**config.mk**
```make
export PLATFORM = sky130hd
export DESIGN_NAME = ci_chan_ctrl
export DESIGN_NICKNAME = d
export VERILOG_FILES = /design/src/rtl/ci_pkg.sv /design/src/rtl/ci_rx_confirm.sv /design/src/rtl/ci_rx_direct.sv /design/src/rtl/ci_regs.sv /design/src/rtl/ci_chan_ctrl.sv
export SDC_FILE = /design/constraint.sdc
export NUM_CORES = 1
export LEC_CHECK = 0
export ABC_AREA = 1
export BUFFER_PORTS_ARGS = -buffer_cell sky130_fd_sc_hd__buf_2
export CAP_MARGIN = 25
export CORE_AREA = 2 2 79 66
export CTS_CLUSTER_DIAMETER = 80
export DETAILED_ROUTE_END_ITERATION = 16
export DIE_AREA = 0 0 81 68
export PLACE_DENSITY_LB_ADDON = 0.12
export SLEW_MARGIN = 20
export SYNTH_ARGS = -nofsm -noshare
export SYNTH_HDL_FRONTEND = slang
export SYNTH_HIERARCHICAL = 1
export SYNTH_SLANG_ARGS = --single-unit
```
**constraint.sdc**
```tcl
create_clock -name clk -period 1.03 [get_ports clk]
set_input_delay 0.206 -clock clk [delete_from_list [all_inputs] [get_ports clk]]
set_output_delay 0.206 -clock clk [all_outputs]
set_load 0.005 [all_outputs]
```
**src/rtl/ci_pkg.sv**
```systemverilog
package ci_pkg;
  parameter int unsigned W0 = 4;
  parameter int unsigned W1 = 6;
  parameter int unsigned DW = 8;
  parameter int unsigned AW = 3;
  parameter int unsigned NFLAG = 2;

  localparam logic [AW-1:0] A_RX0  = 3'd0;
  localparam logic [AW-1:0] A_RX1  = 3'd1;
  localparam logic [AW-1:0] A_TX0  = 3'd2;
  localparam logic [AW-1:0] A_TX1  = 3'd3;
  localparam logic [AW-1:0] A_STAT = 3'd4;
  localparam logic [AW-1:0] A_MASK = 3'd5;

  typedef enum logic [0:0] {CAND_NONE = 1'b0, CAND_HELD = 1'b1} cand_e;
endpackage

```
**src/rtl/ci_rx_confirm.sv**
```systemverilog
module ci_rx_confirm #(
  parameter int unsigned W = 4
) (
  input  logic         clk,
  input  logic         rst,
  input  logic         smp,
  input  logic [W-1:0] code,
  output logic [W-1:0] acc,
  output logic         chg
);
  import ci_pkg::*;

  logic [W-1:0] cand_q;
  cand_e        st_q;
  logic         same_acc;
  logic         confirm;

  assign same_acc = (code == acc);
  assign confirm  = smp && !same_acc && (st_q == CAND_HELD) && (code == cand_q);
  assign chg      = confirm;

  always_ff @(posedge clk) begin
    if (rst) begin
      acc    <= '1;
      cand_q <= '1;
      st_q   <= CAND_NONE;
    end else if (smp) begin
      if (same_acc) begin
        st_q <= CAND_NONE;
      end else if (confirm) begin
        acc  <= code;
        st_q <= CAND_NONE;
      end else begin
        cand_q <= code;
        st_q   <= CAND_HELD;
      end
    end
  end
endmodule

```
**src/rtl/ci_rx_direct.sv**
```systemverilog
module ci_rx_direct #(
  parameter int unsigned W = 6
) (
  input  logic         clk,
  input  logic         rst,
  input  logic         smp,
  input  logic [W-1:0] code,
  output logic [W-1:0] acc,
  output logic         chg
);
  assign chg = smp && (code != acc);

  always_ff @(posedge clk) begin
    if (rst)      acc <= '1;
    else if (chg) acc <= code;
  end
endmodule

```
**src/rtl/ci_regs.sv**
```systemverilog
module ci_regs #(
  parameter int unsigned W0 = 4,
  parameter int unsigned W1 = 6,
  parameter int unsigned DW = 8,
  parameter int unsigned AW = 3,
  parameter int unsigned NF = 2
) (
  input  logic          clk,
  input  logic          rst,
  input  logic [AW-1:0] addr,
  input  logic          wr,
  input  logic          rd,
  input  logic [DW-1:0] wdata,
  output logic [DW-1:0] rdata,
  input  logic [W0-1:0] rx0,
  input  logic [W1-1:0] rx1,
  input  logic [NF-1:0] evt,
  output logic [W0-1:0] tx0,
  output logic [W1-1:0] tx1,
  output logic [NF-1:0] stat,
  output logic [NF-1:0] mask,
  output logic          irq
);
  import ci_pkg::*;

  logic clr;
  assign clr = rd && (addr == A_STAT);

  genvar g;
  generate
    for (g = 0; g < NF; g++) begin : g_flag
      always_ff @(posedge clk) begin
        if (rst)         stat[g] <= 1'b0;
        else if (evt[g]) stat[g] <= 1'b1;
        else if (clr)    stat[g] <= 1'b0;
      end
    end
  endgenerate

  always_ff @(posedge clk) begin
    if (rst) begin
      tx0  <= '1;
      tx1  <= '1;
      mask <= '0;
    end else if (wr) begin
      case (addr)
        A_TX0:   tx0  <= wdata[W0-1:0];
        A_TX1:   tx1  <= wdata[W1-1:0];
        A_MASK:  mask <= wdata[NF-1:0];
        default: ;
      endcase
    end
  end

  assign irq = |(stat & ~mask);

  always_comb begin
    rdata = '0;
    case (addr)
      A_RX0:   rdata = {{(DW-W0){1'b0}}, rx0};
      A_RX1:   rdata = {{(DW-W1){1'b0}}, rx1};
      A_TX0:   rdata = {{(DW-W0){1'b0}}, tx0};
      A_TX1:   rdata = {{(DW-W1){1'b0}}, tx1};
      A_STAT:  rdata = {{(DW-NF){1'b0}}, stat};
      A_MASK:  rdata = {{(DW-NF){1'b0}}, mask};
      default: rdata = '0;
    endcase
  end
endmodule

```
**src/rtl/ci_chan_ctrl.sv**
```systemverilog
module ci_chan_ctrl (
  input  logic       clk,
  input  logic       rst,
  input  logic       frm_valid,
  output logic       frm_ready,
  input  logic [3:0] frm_rx0,
  input  logic [5:0] frm_rx1,
  output logic [3:0] tx_code0,
  output logic [5:0] tx_code1,
  input  logic [2:0] reg_addr,
  input  logic       reg_wr,
  input  logic       reg_rd,
  input  logic [7:0] reg_wdata,
  output logic [7:0] reg_rdata,
  output logic       irq
);
  import ci_pkg::*;

  logic [W0-1:0]    acc0;
  logic [W1-1:0]    acc1;
  logic [NFLAG-1:0] evt;
  logic [NFLAG-1:0] stat;
  logic [NFLAG-1:0] mask;
  logic             smp;

  assign frm_ready = 1'b1;
  assign smp       = frm_valid && frm_ready;

  ci_rx_confirm #(.W(W0)) u_rx0 (
    .clk(clk), .rst(rst), .smp(smp), .code(frm_rx0), .acc(acc0), .chg(evt[0])
  );

  ci_rx_direct #(.W(W1)) u_rx1 (
    .clk(clk), .rst(rst), .smp(smp), .code(frm_rx1), .acc(acc1), .chg(evt[1])
  );

  ci_regs #(.W0(W0), .W1(W1), .DW(DW), .AW(AW), .NF(NFLAG)) u_regs (
    .clk(clk), .rst(rst), .addr(reg_addr), .wr(reg_wr), .rd(reg_rd),
    .wdata(reg_wdata), .rdata(reg_rdata), .rx0(acc0), .rx1(acc1), .evt(evt),
    .tx0(tx_code0), .tx1(tx_code1), .stat(stat), .mask(mask), .irq(irq)
  );
endmodule

```
==> run_results.csv <==
group,metric,value,unit
finish,n_antenna_cell,0,
yosys,synth_simple_gate_area_share,45.1,%
yosys,synthDistinctLibCells,25,
yosys,yosys-top-cells-area,"dfxtp_1 34%, nand2_1 20%, nand3_1 11%",
yosys,ys_seq_area_share,33.7,%
grt,gr-total-overflow,0,
floorplanning,start_util,36.0,%
grt,grt_use_met3,3.96,%
yosys,async_flop_share,0,%
cts,cts.sinks,29,
place,dpl.cell_count,388,
sta,period_needed,1.31,ns
sta,max_freq,0.761,GHz
worst_setup_path,arrival,1.11,ns
sta,period_share,128,%
grt,grt_max_degree,13,
yosys,syn_inst,266,
place,placed_cell_area,2150,um2
cts,htreeDepth,2,
sta,skew,0.00122,ns
floorplanning,pin_count,46,
sta,fin_tns_setup,-3.38,ns
finish,final_nets,370,
yosys,synth_top_family_by_area,"simple AND/OR/NAND/NOR gates",
place,io_buffer_count,40,
floorplanning,dieHeight,68,um
yosys,yosys.area.top_type,"dfxtp_1",
yosys,netlist_top_cells_count,"90 x nand2_1, 39 x inv_1, 39 x nand3_1",
sta,rsz0062_at_grt,"true",
grt,grt_pass1_vias,1685,
worst_setup_path,cp_max_fo,2,
floorplanning,die_area,5510,um2
yosys,ys_warn_count,6,
cts,clk_latency,0.27,ns
finish,areaGrowthSynthToFinish,53.4,%
floorplanning,die_w,81,um
worst_setup_path,crit_path_end_kind,"output port",
sta,hold_viol,0,
grt,global_route.usage.met1,25.6,%
route,dr.pass1.iters,4,
grt,antenna_found_initial,0,
cts,cts_buffer_depth,2,
yosys,synth_mux_area_share,2.33,%
finish,finalNonFillerCells,407,
yosys,synth_top_area_share,33.7,%
place,place_congestion,0.807,
yosys,synth_xor_area_share,0,%
route,viasPerCell,4.61,
finish,final_util,55.3,%
yosys,netlist_area,1720,um2
route,ant_nets,0,
cts,ctsRootBufferMaster,"clkbuf_8",
min_path,hold_path_class,"input pin to flop",
sta,whs,0.142,ns
yosys,yosys_register_bits,29,
run,drv_cap,0,
worst_setup_path,reg2reg_slack,-0.20,ns
cts,cts_tree,"yes",
power,p_leak,1.39,nW
route,finalWirelength,4730,um
grt,grtUsageMet2,26.8,%
power,ir_drop,0.646,mV
route,post-route-drc-count,0,
sta,maxSlewViolCount,0,
worst_setup_path,worstPathRequired,0.82,ns
yosys,synth_most_common_cell,"nand2_1",
status,status,"complete, but fails checks",
status,violations,"setup timing",
sta,finalSetupViolCount,20,
finish,final_layout_size_suffix_gt1_share,50.4,%
yosys,synthAdderAreaFrac,0,%
route,first_iter_violations,96,
power,powerDensity,1190,nW/um2
yosys,synth-compound-area-share,4.94,%
power,finalPower,3.14,mW
yosys,syn_avg_cell_area,6.47,um2
finish,final_cell_area,2640,um2
sta,layout_setup_ws,-0.284,ns
route,via_count,1875,
yosys,synth_edf_count,0,
yosys,synth_flop_cell,"dfxtp_1",
worst_setup_path,critPathKind,"flop to output port",
cts,clk_pin_slew_worst_paths,0.07,ns
floorplanning,row_count,23,
place,pre_cts_ws,-0.213,ns
grt,grt_pass1_wl,7600,um
worst_setup_path,worst_setup_path_start_kind,"flop",
floorplanning,core_area,4780,um2
route,wire_per_inst,11.6,um
place,place_hpwl,3330,um
grt,track_usage,17.8,%
cts,numCtsBuffers,5,
grt,grt-busiest-layer,"met2",
## cells by family after synthesis
group | count (synthesis)
AND/OR/NAND/NOR | 167
buffers and inverters | 50
flip-flops | 29
AO/OA/AOI/OAI | 14
multiplexers | 4
other | 2
## placed cells by master, fill, tap and decap left out
master,Yosys,routed
nand2_1,90,75
buf_2,0,40
inv_1,39,26
nand3_1,39,21
buf_4,4,20
nand3_2,3,19
buf_6,2,16
nand2_2,2,15
dfxtp_1,29,15
inv_2,2,14
dfxtp_2,0,14
nand4_1,10,10
nor2_1,14,8
nor2_2,3,7
clkbuf_8,1,6
nor2_4,4,6
o21ai_1,5,5
mux2i_1,4,4
conb_1,2,3
nand3_4,0,3
nand2_4,1,3
a21oi_2,0,3
a21oi_1,5,2
clkbuf_1,1,1
bufinv_16,0,1
inv_4,0,1
a22o_1,1,1
nor3_2,1,1
buf_12,0,1
o21ai_4,0,1
a21oi_4,1,1
clkinv_4,1,1
o21ai_2,0,1
## critical path, stage by stage, from the launching register on
cell	delay, ns
dfxtp_2	0.33
buf_6	0.11
nand4_1	0.08
nand2_2	0.07
nor2_2	0.07
nand2_1	0.05
buf_2	0.12
## what timing repair did
item	CTS	global route
pin swaps	30	29
setup endpoints to repair	20	20
gates resized for setup	60	36
cloned	1	0
hold buffers	0	0
setup buffers	9	1
## routing by layer
| metal | wire [um] | up-vias | part of all wire [%] |
|---|---|---|---|
| met1 | 2350 | 849 | 50 |
| met3 | 174 | 0 | 3.7 |
| met4 | 0 | 0 | 0 |
| met5 | 0 | - | 0 |
| li1 | - | 994 | - |
| met2 | 2210 | 32 | 47 |
## report_power, final
part	leakage (nW)	total, mW	switching (mW)	internal [mW]
logic	1.10	0.681	0.378	0.303
registers	0.235	1.22	0.0423	1.18
clock network	0.0585	1.23	0.442	0.788
## worst paths after layout
path,end,depth (start not counted),from
hold / removal,u_regs/tx1[5]$_SDFFE_PP1P_,3,reg_wdata[5]
setup / recovery,reg_rdata[1],6,u_rx1/acc[1]$_SDFFE_PP1P_
setup reg to reg,u_rx0/cand_q[3]$_SDFFE_PP1P_,8,u_rx0/acc[3]$_SDFFE_PP1P_
hold reg to reg,u_rx0/cand_q[0]$_SDFFE_PP1P_,2,u_rx0/cand_q[0]$_SDFFE_PP1P_
## flip-flops by register name, indices dropped and copies added (netlist names)
name,cells
u_regs/tx0,4
u_regs/tx1,6
u_rx0/cand_q,4
u_regs/stat,2
u_regs/mask,2
u_rx1/acc,6
u_rx0/acc,4
u_rx0/st_q,1
## final cells by class
class,count,area [um2]
Clock buffer,7,86.3
Clock inverter,1,30.0
Fill cell,496,2140
Inverter,42,165
Multi-Input combinational cell,189,1130
Sequential cell,29,598
Tap cell,62,77.6
Timing Repair Buffer,77,551
Note: power is estimated with default switching activity, not from simulation.
